[config.mk]
export PLATFORM = sky130hd
export DESIGN_NAME = irq_pin_router
export DESIGN_NICKNAME = d
export VERILOG_FILES = /design/src/rtl/irq_router_pkg.sv /design/src/rtl/irq_cfg_regs.sv /design/src/rtl/irq_status.sv /design/src/rtl/irq_pin_stage.sv /design/src/rtl/irq_pin_router.sv
export SDC_FILE = /design/constraint.sdc
export NUM_CORES = 1
export LEC_CHECK = 0
export ABC_CLOCK_PERIOD_IN_PS = 3600
export BUFFER_PORTS_ARGS = -buffer_cell sky130_fd_sc_hd__buf_2
export CAP_MARGIN = 30
export CORE_MARGIN = 2
export CORE_UTILIZATION = 50
export DETAILED_ROUTE_END_ITERATION = 8
export PLACE_DENSITY = 0.71
export SETUP_SLACK_MARGIN = 0.02
export SLEW_MARGIN = 25
export SYNTH_ARGS = -nofsm -noshare
export SYNTH_HDL_FRONTEND = slang
export SYNTH_SLANG_ARGS = --single-unit
[constraint.sdc]
create_clock -name clk_i -period 3.6 [get_ports clk_i]
set_input_delay 1.08 -clock clk_i [delete_from_list [all_inputs] [get_ports clk_i]]
set_output_delay 1.08 -clock clk_i [all_outputs]
set_load 0.01 [all_outputs]
[src/rtl/irq_router_pkg.sv]
package irq_router_pkg;
  localparam int unsigned REG_W = 8;
  localparam int unsigned N_EVT = 2;

  localparam logic [REG_W-1:0] ADDR_STAT  = 8'h17;
  localparam logic [REG_W-1:0] ADDR_MAIN  = 8'h1A;
  localparam logic [REG_W-1:0] ADDR_PIN   = 8'h20;
  localparam logic [REG_W-1:0] ADDR_ROUTE = 8'h23;

  localparam int unsigned MAIN_RUN_BIT  = 7;
  localparam int unsigned MAIN_DRDY_BIT = 5;
  localparam int unsigned PIN_EN_BIT    = 5;
  localparam int unsigned PIN_POL_BIT   = 4;
  localparam int unsigned PIN_PULSE_BIT = 3;

  localparam logic [REG_W-1:0] PIN_RST = 8'h10;

  typedef enum int unsigned {
    EV_DRDY = 0,
    EV_BUFF = 1
  } evt_e;

  // bit position of each event in the routing and status bytes
  localparam int unsigned EVT_BIT [N_EVT] = '{4, 6};

  typedef struct packed {
    logic             run;
    logic             drdy_en;
    logic             pin_en;
    logic             pol_high;
    logic             pulse_mode;
    logic [N_EVT-1:0] route;
  } cfg_t;
endpackage

[src/rtl/irq_cfg_regs.sv]
module irq_cfg_regs
  import irq_router_pkg::*;
(
  input  logic             clk_i,
  input  logic             rst_ni,
  input  logic             wr_en_i,
  input  logic [REG_W-1:0] addr_i,
  input  logic [REG_W-1:0] wdata_i,
  output logic [REG_W-1:0] main_o,
  output logic [REG_W-1:0] pin_o,
  output logic [REG_W-1:0] route_o,
  output cfg_t             cfg_o
);
  logic [REG_W-1:0] main_q, pin_q, route_q;
  logic             locked;

  assign locked = main_q[MAIN_RUN_BIT];

  always_ff @(posedge clk_i or negedge rst_ni) begin
    if (!rst_ni) begin
      main_q  <= '0;
      pin_q   <= PIN_RST;
      route_q <= '0;
    end else if (wr_en_i) begin
      unique case (addr_i)
        ADDR_MAIN:  main_q <= wdata_i;
        ADDR_PIN:   if (!locked) pin_q <= wdata_i;
        ADDR_ROUTE: if (!locked) route_q <= wdata_i;
        default: ;
      endcase
    end
  end

  assign main_o  = main_q;
  assign pin_o   = pin_q;
  assign route_o = route_q;

  assign cfg_o.run        = main_q[MAIN_RUN_BIT];
  assign cfg_o.drdy_en    = main_q[MAIN_DRDY_BIT];
  assign cfg_o.pin_en     = pin_q[PIN_EN_BIT];
  assign cfg_o.pol_high   = pin_q[PIN_POL_BIT];
  assign cfg_o.pulse_mode = pin_q[PIN_PULSE_BIT];

  for (genvar g = 0; g < N_EVT; g++) begin : g_route
    assign cfg_o.route[g] = route_q[EVT_BIT[g]];
  end
endmodule

[src/rtl/irq_status.sv]
module irq_status #(
  parameter int unsigned N = 2
) (
  input  logic         clk_i,
  input  logic         rst_ni,
  input  logic [N-1:0] set_i,
  input  logic         clr_i,
  output logic [N-1:0] sts_o
);
  for (genvar g = 0; g < N; g++) begin : g_bit
    logic sts_q;
    // a set in the clearing cycle wins
    always_ff @(posedge clk_i or negedge rst_ni) begin
      if (!rst_ni)       sts_q <= 1'b0;
      else if (set_i[g]) sts_q <= 1'b1;
      else if (clr_i)    sts_q <= 1'b0;
    end
    assign sts_o[g] = sts_q;
  end
endmodule

[src/rtl/irq_pin_stage.sv]
module irq_pin_stage #(
  parameter int unsigned PULSE_CYCLES = 10000
) (
  input  logic clk_i,
  input  logic rst_ni,
  input  logic trig_i,
  input  logic hold_i,
  input  logic en_i,
  input  logic pol_high_i,
  input  logic pulse_mode_i,
  output logic pin_o
);
  localparam int unsigned CW = $clog2(PULSE_CYCLES + 1);
  localparam logic [CW-1:0] CNT_LOAD = CW'(PULSE_CYCLES);

  logic [CW-1:0] cnt_q;
  logic          active;

  // retrigger reloads the full width
  always_ff @(posedge clk_i or negedge rst_ni) begin
    if (!rst_ni)           cnt_q <= '0;
    else if (trig_i)       cnt_q <= CNT_LOAD;
    else if (cnt_q != '0)  cnt_q <= cnt_q - 1'b1;
  end

  assign active = pulse_mode_i ? (cnt_q != '0) : hold_i;
  assign pin_o  = (en_i && active) ? pol_high_i : !pol_high_i;
endmodule

[src/rtl/irq_pin_router.sv]
module irq_pin_router
  import irq_router_pkg::*;
#(
  parameter int unsigned PULSE_CYCLES = 10000
) (
  input  logic             clk_i,
  input  logic             rst_ni,
  input  logic             drdy_i,
  input  logic             buf_full_i,
  input  logic             wr_en_i,
  input  logic             rd_en_i,
  input  logic [REG_W-1:0] addr_i,
  input  logic [REG_W-1:0] wdata_i,
  output logic [REG_W-1:0] rdata_o,
  output logic             irq_o
);
  cfg_t             cfg;
  logic [REG_W-1:0] main_b, pin_b, route_b, sts_b;
  logic [N_EVT-1:0] evt, sts;
  logic             sts_clr, routed_evt, routed_hold;
  logic [REG_W-1:0] rdata_q, rd_mux;

  irq_cfg_regs u_regs (
    .clk_i   (clk_i),
    .rst_ni  (rst_ni),
    .wr_en_i (wr_en_i),
    .addr_i  (addr_i),
    .wdata_i (wdata_i),
    .main_o  (main_b),
    .pin_o   (pin_b),
    .route_o (route_b),
    .cfg_o   (cfg)
  );

  assign evt[EV_DRDY] = drdy_i && cfg.drdy_en;
  assign evt[EV_BUFF] = buf_full_i;
  assign sts_clr      = rd_en_i && (addr_i == ADDR_STAT);

  irq_status #(.N(N_EVT)) u_sts (
    .clk_i  (clk_i),
    .rst_ni (rst_ni),
    .set_i  (evt),
    .clr_i  (sts_clr),
    .sts_o  (sts)
  );

  assign routed_evt  = |(evt & cfg.route);
  assign routed_hold = |(sts & cfg.route);

  irq_pin_stage #(.PULSE_CYCLES(PULSE_CYCLES)) u_pin (
    .clk_i        (clk_i),
    .rst_ni       (rst_ni),
    .trig_i       (routed_evt),
    .hold_i       (routed_hold),
    .en_i         (cfg.pin_en),
    .pol_high_i   (cfg.pol_high),
    .pulse_mode_i (cfg.pulse_mode),
    .pin_o        (irq_o)
  );

  always_comb begin
    sts_b = '0;
    for (int i = 0; i < N_EVT; i++) sts_b[EVT_BIT[i]] = sts[i];
  end

  always_comb begin
    unique case (addr_i)
      ADDR_STAT:  rd_mux = sts_b;
      ADDR_MAIN:  rd_mux = main_b;
      ADDR_PIN:   rd_mux = pin_b;
      ADDR_ROUTE: rd_mux = route_b;
      default:    rd_mux = '0;
    endcase
  end

  always_ff @(posedge clk_i or negedge rst_ni) begin
    if (!rst_ni)      rdata_q <= '0;
    else if (rd_en_i) rdata_q <= rd_mux;
  end

  assign rdata_o = rdata_q;
endmodule

# == Word level (Yosys, flattened, before mapping) ==
# Cells that the tools add are included.
# Widths: inputs -> output; s select.
# word_totals
register_bits,48
inputBits,22
output_inout_bits,9
word_cells,36
# op_classes
add_sub_neg,1
n_eq_ne,4
n_mux,8
n_bitwise,3
reduce_logical,13
# ops
cell,n
$pmux 8 s4,1
$mux 14,2
$eq 8x5->1 const B,2
$eq 8x6->1 const B,2
$reduce_bool 14->1,1
$sub 14x1->14 const B,1
$reduce_and 3->1,2
$reduce_bool 2->1,3
$mux 1,5
$and 2x2->2,2
$reduce_or 2->1,2
$logic_and 1x1->1,3
$reduce_and 2->1,1
$logic_not 1->1,1
$not 1->1,1

# == Logic depth before layout (Yosys ltp) ==
# Gate-level depths: netlist (run 1).
# depth
depth_word,5
mapped_depth,7
mapped_depth_nobuf,6

# == Hierarchy ==
# From an unflattened synthesis (run 1), not the netlist that was laid out.
# hier_totals
cells_unflattened,212
area_unflattened_um2,2523.7
# modules_own_cells
mod,n_inst,cells_per_inst,area_per_inst_um2,seq_area_each_um2
irq_cfg_regs,1,62,1014.7,601.8
irq_pin_stage,1,92,887.1,350.3
irq_pin_router,1,51,538.0,200.2
irq_status,1,7,83.8,50.0

# == Worst setup path after synthesis (run 1) ==
# No wires, ideal clock.
# synth_timing
kind,input port to flip-flop
start,in addr_i[7]
end,reg u_regs.route_q[0] (netlist: u_regs.route_o[0])
setup_time_ns,0.125
arrival_ns,2.398
t_required_ns,3.475
setup_slack_ns,1.078
path_stages,4
n_path_buf,0
cell_sequence,or2_1 -> nor4_4 -> nand4b_4 -> mux2_2
# synth_between
elab_chain_cells,2
# synth_lines
element,line_no,rtl
"start, declared",irq_pin_router.sv:12,"input logic [REG_W-1:0] addr_i,"
$eq 8x6->1,irq_cfg_regs.sv:25,unique case (addr_i)
$reduce_and 3->1 (no line),n/a,
"end signal, assigned",irq_cfg_regs.sv:28,ADDR_ROUTE: if (!locked) route_q <= wdata_i;
"end, declared",irq_cfg_regs.sv:14,"logic [REG_W-1:0] main_q, pin_q, route_q;"
# No other way between the ends.
# A chain may end at the register's enable or synchronous reset.

# == Final worst setup path (run 1) ==
# layout_timing
start,reg u_pin.cnt_q[5]
end,out irq_o
# layout_between
elab_chain_cells,4
# layout_lines
element,line_no,rtl
"start, declared",irq_pin_stage.sv:16,logic [CW-1:0] cnt_q;
"start signal, assigned",irq_pin_stage.sv:23,else if (cnt_q != '0) cnt_q <= cnt_q - 1'b1;
$reduce_bool 14->1,irq_pin_stage.sv:26,assign active = pulse_mode_i ? (cnt_q != '0) : hold_i;
$mux 1,irq_pin_stage.sv:26,
$logic_and 1x1->1,irq_pin_stage.sv:27,assign pin_o = (en_i && active) ? pol_high_i : !pol_high_i;
$mux 1,irq_pin_stage.sv:27,
"end, declared",irq_pin_router.sv:15,output logic irq_o
# No other way between the ends.

==> impl_results.md, run 1 <==
- Chip height: 72.4 um
- Area occupied by multi-input gates: 1100 um^2
- Grt ovf: 0
- Worst R2R Start: u_pin.cnt_q[0]
- Leakage: 0.00125 uW
- Rel. slew slack: 59.3%
- Critical setup path kind: reg -> out
- Final Max Tran Viols: 0
- R2r setup slk: 1.46 ns
- I/O pin count: 31
- Clk pin slew, worst setup/hold paths: 0.08 ns
- Worst Skew: 0.00442 ns
- Tot GR Track Use: 20.3%
- Worst EP arrival: 1.73 ns
- Fraction of registers with async set/reset: 100%
- Core footprint: 4410 um^2
- Gate Count Post-Synth: 202
- Post-Syn Nets: 225
- Post-CTS Hold Buffers: 0
- CTS Buf Count: 5
- Root Driver: clkbuf_8
- Placed cells: 282
- Most used routing layer: met1
- Synth cell types: 45
- DP Area: 2560 um^2
- Maxcap violations: 0
- Clock H-tree levels: 2
- Routed wire length: 4.72 mm
- CTS tree: yes
- Post-synth top flop: dfrtp_1
- Worst Tran Pin Value: 0.610 ns
- # resized after CTS: 0
- Worst-Skew Late Latency: 0.30 ns
- NumNets Final: 260
- Adder-cell share of the synthesized area: 0.536%
- PortBufs: 30
- Final setup fails: 0
- Routing usage on met3: 4.72%
- Syn_area_per_cell: 11.6 um^2
- Sequential share of the synthesized area: 51.5%
- Initial DRT Pass Iterations: 4
- Die Wd: 72.4 um
- DR iter-0 viols: 156
- Fin crit period: 2.81 ns
- Residual DRC: 0
- DR vias/cell: 6.05
- Antenna violations before repair: 0
- RSZ-0062 raised after global routing: no
- Yosys reg bits: 48
- Met2 Usage GRT: 29.1%
- Post-synthesis compound-gate area fraction: 14.7%
- Total power: 1300 uW
- Critical Path RT: 2.52 ns
- Filler Cell Count: 366
- Mux cell area share after synthesis: 12.4%
- Clk sink count: 48
- Largest family of logic cells by synthesized area: simple AND/OR/NAND/NOR gates
- Fmax achieved: 0.356 GHz
- PD cells: 493 nW/um^2
- Peak VDD IR: 0.263 mV
- Post-Layout Cell Count: 289
- Hold Crit Start: u_regs.main_o[0]
- Setup crit start: u_pin.cnt_q[5]
- Dominant cell type by area after synthesis: dfrtp_1
- Util after Layout: 59.8%
- Gp weighted congestion: 0.828
- Hold Path Stages: 1
- Vias post-DR: 1749
- Hold Fails Final Rpt: 0
- Post-synthesis simple-gate area fraction: 18.2%
- Antenna cells: 0
- Synth Area in XOR/XNOR: 1.12%
- Global-route wire length before repair: 8.16 mm
- HPWL after DPL: 3.34 mm
- Global-route met1 utilization: 29.8%
- Share of cells above drive strength 1: 30.0%
- Critical path endpoint category: output port
- Clock Path Buffers: 2
- Setup TNS Final: 0 ns
- Routed Antenna Nets: 0
- Synth top area share: 50.3%
- Hold Path Class: reg -> reg
- WL per Instance: 16.3 um
- Cell depth of the worst flop-to-flop path: 6
- Mapped Area: 2340 um^2
- RR Endpoint: u_pin.cnt_q[8]
- Vias in the first global route: 1670
- Synth warn: 0
- Critical path startpoint category: flip-flop
- Worst Hold End: u_regs.main_o[0]
- Starting density of the core: 52.9%
- Status: complete, no violations
- Largest net degree at the start of global routing: 49
- Period utilisation layout: 78.0%
- Die area: 5230 um^2
- FP Rows: 24
- Design area: 2640 um^2
- Number of flops mapped to enable cells by yosys: 0
- Synth area leaders: dfrtp_1 50%, mux2_2 12%, a22o_1 3.4%
- Register area: 1200 um^2
- Area Growth Syn to Fin: 13.1%
- # Post-CTS Setup Buffers: 0
- Crit path max fanout: 11
==> state kept, by name (all words and copies together) (netlist names) <==
name               count
rdata_o                8
u_regs.pin_o           8
u_regs.main_o          8
u_pin.cnt_q           14
u_sts.g_bit.sts_q      2
u_regs.route_o         8
==> critical path, stage by stage, from the launching register on <==
cell     delay, ns
dfrtp_1       0.55
nor2_1        0.13
and4_1        0.22
a31oi_1       0.24
xnor2_1       0.14
buf_2         0.14
==> cells by family after synthesis <==
| kind of cell | count (synthesis) |
|---|---|
| AOI/OAI and AO/OA | 47 |
| muxes | 26 |
| and+or+nand+nor | 68 |
| xor gates and xnor gates | 3 |
| DFF | 48 |
| buffers and inverters | 9 |
| adders and majority gates | 1 |
==> layout by cell type, fill, tap and decap left out, types with 6 or more instances in the layout <==
cell type,netlist,routed
dfrtp_1,47,47
buf_2,0,29
mux2_2,24,24
nor2_1,21,21
a21oi_1,14,14
a22o_1,9,9
a22oi_1,8,8
nand2_1,6,6
nand3_1,6,6
buf_4,0,6
==> area by class of cell <==
class | instances | share of cell area [%]
sequential | 48 | 45.5
inverter | 2 | 0.284
tap | 52 | 2.46
timing repair buffer | 35 | 7.20
clock buffer | 6 | 2.75
clock inverter | 1 | 0.189
multi-input combinational | 145 | 41.6
==> power by group <==
part	internal, uW	total (uW)	switching (uW)
clock network	132	306	174
logic	131	266	135
registers	623	730	107
==> through the flow <==
step / hold slack (ns) / setup WS (ns)
5_1_grt: 0.529 / 0.707
2_1_floorplan: 0.473 / 1.08
3_3_place_gp: 0.487 / 0.812
4_1_cts: 0.513 / 0.801
6_report: 0.511 / 0.794
3_5_place_dp: 0.494 / 0.787
==> synthesized netlist by cell type, drive strengths merged, types with 3 or more instances <==
cell,instances
nor2,21
dfrtp,47
nand3,6
or3,5
xnor2,3
a22o,9
nor4,6
a32o,3
o31ai,3
nand4,3
mux2,24
a21oi,14
nand2,6
a22oi,8
nor3,3
nand4b,4
nand2b,3
clkbuf,6
==> worst max-delay path by stage <==
| stage | depth (start not counted) | slack, ns | end |
|---|---|---|---|
| 5_1_grt | 5 | 0.71 | irq_o |
| 6_report | 5 | 0.79 | irq_o |
| 3_5_place_dp | 5 | 0.79 | u_regs.main_o[2] |
| 2_1_floorplan | 4 | 1.08 | u_regs.route_o[0] |
| 3_3_place_gp | 5 | 0.81 | u_regs.main_o[5] |
| 4_1_cts | 5 | 0.80 | irq_o |
==> per-layer routing <==
metal | up-vias | routed length, um
met3 | 11 | 218
met4 | 0 | 94
li1 | 847 | -
met5 | - | 0
met2 | 43 | 2010
met1 | 848 | 2390
No activity file was read; power rests on OpenSTA's default activity.
==> inputs of run 2 (changes only) <==
- ABC_AREA: unset -> 1
- ABC_CLOCK_PERIOD_IN_PS: 3600 -> 2400
- PLACE_DENSITY: 0.71 -> 0.73
- clock period: 3.6 -> 2.4 ns (I/O delays scaled with it)
==> run 2 against run 1 <==
Effect of this change:
- die area is 13% higher
- global-route usage shrank 0.71 points
- critical path depth rose by 3
- final area up 14%
- area after synthesis up 14%
- clock-buffer cell count decreased by 1
- setup slack lost 0.67 ns
- critical path type unchanged
- register-to-register slack lost 0.54 ns
==> impl_results.md, run 2 <==
- Logic pwr share: 19.0%
- Clk sink count: 48
- Placed cells: 417
- PD cells: 647 nW/um^2
- Yosys reg bits: 48
- Starting density of the core: 51.9%
- Gate Count Post-Synth: 321
- Die Wd: 77.1 um
- Worst Tran Pin Value: 0.465 ns
- Routed wire length: 5.33 mm
- DR iter-0 viols: 128
- Post-synth top flop: dfrtp_1
- Clock share of power: 31.0%
- Hold Path Class: in -> async
- Global-route wire length before repair: 9.33 mm
- Vias in the first global route: 2041
- Gp weighted congestion: 0.913
- Area Growth Syn to Fin: 12.6%
- Filler Cell Count: 502
- Synth top area share: 44.1%
- Critical path endpoint category: output port
- Worst-Skew Late Latency: 0.31 ns
- Root Driver: clkbuf_8
- I/O pin count: 31
- FP Rows: 26
- Critical path startpoint category: flip-flop
- Clk pin slew, worst setup/hold paths: 0.10 ns
- Syn_area_per_cell: 8.31 um^2
- Grt ovf: 0
- Share of cells above drive strength 1: 28.7%
- Synth area leaders: dfrtp_1 44%, nand2_1 12%, nand3_1 7.3%
- Crit path max fanout: 3
- Worst setup margin: 0.122 ns
- Dominant cell type by area after synthesis: dfrtp_1
- Rel. slew slack: 69.0%
- Critical setup path kind: reg -> out
- Worst EP arrival: 1.56 ns
- Biggest register: u_pin.cnt_q
- Fmax achieved: 0.439 GHz
- Sequential share of the synthesized area: 45.1%
- Worst R2R Start: u_pin.cnt_q[6]
- Leakage: 0.00160 uW
- Status: complete, no violations
- Antenna violations before repair: 0
- Maxcap violations: 0
- Post-Layout Cell Count: 426
- Number of flops mapped to enable cells by yosys: 0
- NumNets Final: 378
- Sequential power share: 49.9%
- Fin crit period: 2.28 ns
- R2r setup slk: 0.92 ns
- Die area: 5940 um^2
- Worst Skew: 0.00875 ns
- Most frequent cells in the layout: 84 x nand2_1, 47 x dfrtp_1, 39 x nand3_1
- Antenna cells: 0
- Period utilisation layout: 94.9%
- Cell depth of the worst flop-to-flop path: 7
- Setup WS pre-CTS: 0.278 ns
- RSZ-0062 raised after global routing: no
- Total power: 1940 uW
- Fraction of registers with async set/reset: 100%
- RR Endpoint: u_pin.cnt_q[11]
- Setup TNS Final: 0 ns
- Vias post-DR: 2121
- Synth warn: 0
- Synth cell types: 33
- Synth top cells by count: 85 x nand2_1, 47 x dfrtp_1, 39 x nand3_1
- Hold Fails Final Rpt: 0
- Max reg flops: 14
- Final Max Tran Viols: 0
- Routed Antenna Nets: 0
- Most common cell after layout, fill and taps aside: nand2_1
- DR vias/cell: 4.98
- Chip height: 77.1 um
- Core footprint: 5140 um^2
- WL per Instance: 12.5 um
- Peak VDD IR: 0.293 mV
- Initial DRT Pass Iterations: 4
- Psw: 602 uW
- Final setup fails: 0
- PortBufs: 30
- Clock Path Buffers: 2
- Mapped Area: 2670 um^2
- Largest net degree at the start of global routing: 22
- Clock H-tree levels: 2
- Post-Syn Nets: 344
- Residual DRC: 0
- CTS tree: yes
- CTS Buf Count: 5
- Switching part of the total: 31.0%
- Tot GR Track Use: 19.6%
- Internal Power: 1340 uW
- HPWL after DPL: 3.95 mm
- Critical Path RT: 1.68 ns
- Most common cell in the netlist: nand2_1
==> run 2: how the worst max path moves through the flow <==
stage	start	endpoint	cells past startpoint
floorplan	u_pin.cnt_q[0]	irq_o	8
global placement	u_pin.cnt_q[0]	irq_o	9
detailed placement	u_pin.cnt_q[0]	irq_o	9
CTS	u_pin.cnt_q[0]	irq_o	9
global route	u_pin.cnt_q[10]	irq_o	8
finish	u_pin.cnt_q[6]	irq_o	8
==> run 2: area by class of cell <==
class	count	area, um^2	area share (%)
flip-flops and latches	48	1200	40.0
clock inverters	3	47.5	1.58
inverters	45	169	5.62
clock buffers	5	68.8	2.29
multi-input cells	222	1260	41.8
repair buffers	33	173	5.75
well taps	70	87.6	2.91
==> run 2: critical path: stages, from the launching register on <==
cell and delay (ns):
dfrtp_1 0.41, nor2_1 0.16, nand2_1 0.15, nor2_4 0.15, nand3_1 0.10, nand2_1 0.07, nand2_1 0.04, nand2_1 0.04
buf_2 0.12
==> run 2: logic make-up (layout without fill, tap and decap cells) <==
logic type	count (synthesis)	count (layout)	synth area share (%)
adders and majority gates	1	1	0.469
DFF	48	48	45.1
xor gates and xnor gates	1	1	0.328
AOI/OAI and AO/OA	40	40	10.9
buffers and inverters	51	86	8.58
and+or+nand+nor	180	180	34.6
==> run 2: layer usage <==
layer / vias to the layer above / GRT usage [%] / wire, um
met5: - / 0 / 0
li1: 1098 / - / -
met2: 37 / 31.2 / 2430
met1: 979 / 27.0 / 2640
met4: 0 / 6.43 / 46
met3: 7 / 3.76 / 215
==> run 2: what timing repair did <==
action / 4_1_cts / 5_1_grt
endpoints found under the hold margin: 0 / 0
endpoints found under the setup margin: 1 / 1
hold buffers: 0 / 0
gates resized for setup: 3 / 3
cloned: 0 / 0
pin swaps: 1 / 1
buffers inserted: 0 / 1
==> run 2: per-stage QoR <==
stage | instance area, um^2 | hold slack (ns) | utilization (%)
2_1_floorplan | 2670 | 0.424 | -
5_1_grt | 3010 | 0.392 | 58.5
4_1_cts | 2990 | 0.373 | 58.2
6_report | 3010 | 0.351 | 58.5
3_5_place_dp | 2860 | 0.461 | 55.7
3_3_place_gp | 2860 | 0.457 | 55.7
==> run 2: power by group through the flow <==
| stage | Clock (uW) | Sequential, uW | Combinational, uW |
|---|---|---|---|
| after floorplan | 0 | 964 | 271 |
| after global placement | 0 | 975 | 347 |
| after detailed placement | 0 | 979 | 358 |
| after CTS | 614 | 964 | 370 |
| after global routing | 639 | 985 | 426 |
| final | 604 | 971 | 370 |
==> inputs of run 3 (changes only) <==
- RECOVER_POWER: unset -> 100
==> run 3 against run 2 <==
Effect of this change:
- clock skew is 0.00082 ns lower
- wire length is 0.34% higher
- final area is 4.0% lower
- final cell count stayed put
- register-to-register slack worse by 0.50 ns
- core utilization is 2.3 points lower
- critical endpoint unchanged
- largest power group unchanged
- highest routed layer unchanged
==> impl_results.md, run 3 (synthesis gave the netlist of run 2 again) <==
- Hold Crit Start: rdata_o[3]
- DR vias/cell: 5.00
- Max reg flops: 14
- Most common cell after layout, fill and taps aside: nand2_1
- Residual DRC: 0
- Period utilisation layout: 94.2%
- Final Max Tran Viols: 0
- Fin crit period: 2.26 ns
- Family with the most delay on the worst path: simple AND/OR/NAND/NOR gates
- DR iter-0 viols: 131
- Worst Hold End: rdata_o[3]
- Cell depth of the worst flop-to-flop path: 6
- Biggest register: u_pin.cnt_q
- Clock Path Buffers: 2
- NumNets Final: 378
- Filler Cell Count: 524
- Fmax achieved: 0.442 GHz
- Placed cells: 417
- Worst EP arrival: 1.54 ns
- Initial DRT Pass Iterations: 4
- Maxcap violations: 0
- Hold Fails Final Rpt: 0
- Vias post-DR: 2129
- Area Growth Syn to Fin: 8.16%
- Peak VDD IR: 0.293 mV
- R2r setup slk: 0.42 ns
- Clock H-tree levels: 2
- RR Endpoint: u_pin.cnt_q[5]
- Post-Layout Cell Count: 426
- RSZ-0062 raised after global routing: no
- Status: complete, no violations
- Core footprint: 5140 um^2
- Leakage: 0.00148 uW
- Routed wire length: 5.34 mm
- Routed Antenna Nets: 0
- Final setup fails: 0
- Chip height: 77.1 um
- Clk sink count: 48
- CTS Buf Count: 5
- Vias in the first global route: 2041
- I/O pin count: 31
- Die Wd: 77.1 um
- CP Buf/Inv Count: 1
- CP max stage cell: dfrtp_1
- PortBufs: 30
- Root Driver: clkbuf_8
- Worst R2R Start: u_regs.route_o[4]
- Gp weighted congestion: 0.913
- WL per Instance: 12.5 um
- Worst-Skew Late Latency: 0.31 ns
- Critical setup path kind: reg -> out
- Critical path's most frequent cell: nand2_1
- Crit path max fanout: 3
- Tot GR Track Use: 19.6%
- Worst hold margin: 0.482 ns
- Hold Path Class: reg -> reg
- Critical Path RT: 1.68 ns
- Critical path startpoint category: flip-flop
- Global-route wire length before repair: 9.33 mm
- Worst Skew: 0.00793 ns
- Slowest cell delay on critical path: 0.41 ns
- Grt ovf: 0
- CTS tree: yes
- Setup TNS Final: 0 ns
- Post-CTS Hold Buffers: 0
- Starting density of the core: 51.9%
- Worst Tran Pin Value: 1.15 ns
- Die area: 5940 um^2
- Most frequent cells in the layout: 87 x nand2_1, 47 x dfrtp_1, 40 x nand3_1
- Antenna violations before repair: 0
- Clk pin slew, worst setup/hold paths: 0.09 ns
- Hold Path Stages: 2
- Critical-path cell list: nor2_1 > nand2_1 > nor2_4 > nand3_1 > nand2_1 > nand2_1 > nand2_1 > buf_2
- FP Rows: 26
- HPWL after DPL: 3.95 mm
- Rel. slew slack: 23.1%
- Largest net degree at the start of global routing: 22
- Critical path endpoint category: output port
- PD cells: 669 nW/um^2
- Share of cells above drive strength 1: 19.1%
- Util after Layout: 56.2%
- Antenna cells: 0
run 3: cell count changes in the layout (fill, tap and decap cells not counted), moves of 3 or more:
cell / delta
inv_1: +3
clkbuf_1: +12
o21ai_2: -12
nand2_1: +3
o21ai_0: +14
inv_2: -3
buf_2: -10
run 3: layer usage:
| layer | global-route usage [%] | vias to the layer above | share of wire (%) |
|---|---|---|---|
| met1 | 27.0 | 991 | 50 |
| met3 | 3.76 | 10 | 3.9 |
| met2 | 31.2 | 37 | 45 |
| met4 | 6.43 | 0 | 1.4 |
| met5 | 0 | - | 0 |
| li1 | - | 1091 | - |
run 3: where the power goes:
part	internal (uW)	switching (uW)	leakage, uW
registers	896	74.8	0.000612
clock network	314	288	0.0000583
logic	127	231	0.000812
total	1340	594	0.00148
run 3: stage by stage:
step / setup WS [ns] / power (uW) / cell area [um^2]
5_1_grt: 0.0197 / 2040 / 2890
3_5_place_dp: 0.278 / 1340 / 2860
4_1_cts: 0.0350 / 1950 / 2990
3_3_place_gp: 0.314 / 1320 / 2860
6_report: 0.140 / 1930 / 2890
2_1_floorplan: 0.454 / 1230 / 2670
run 3: final cells by class:
cell class | count | area (um^2) | share of cell area [%]
Timing Repair Buffer | 33 | 153 | 5.29
Multi-Input combinational cell | 222 | 1160 | 40.1
Clock buffer | 5 | 68.8 | 2.38
Clock inverter | 3 | 47.5 | 1.65
Inverter | 45 | 169 | 5.85
Sequential cell | 48 | 1200 | 41.7
Tap cell | 70 | 87.6 | 3.03
run 3: worst reg2reg max path, delay by kind of cell (launching register included):
kind | cells | cell delay [ns]
buffers and inverters | 3 | 0.57
AOI/OAI and AO/OA | 1 | 0.53
and+or+nand+nor | 2 | 0.43
DFF | 1 | 0.38
run 3: worst max-delay path by stage:
stage	start	endpoint	slack, ns	cells after the start
2_1_floorplan	u_pin.cnt_q[0]	irq_o	0.45	8
3_3_place_gp	u_pin.cnt_q[0]	irq_o	0.31	9
3_5_place_dp	u_pin.cnt_q[0]	irq_o	0.28	9
4_1_cts	u_pin.cnt_q[0]	irq_o	0.03	9
5_1_grt	u_pin.cnt_q[10]	irq_o	0.02	8
6_report	u_pin.cnt_q[6]	irq_o	0.14	8
run 3: what timing repair did:
action                     4_1_cts  5_1_grt
setup endpoints to repair        1        1
resized for setup                3        3
pin swaps                        1        1
buffers inserted                 0        1
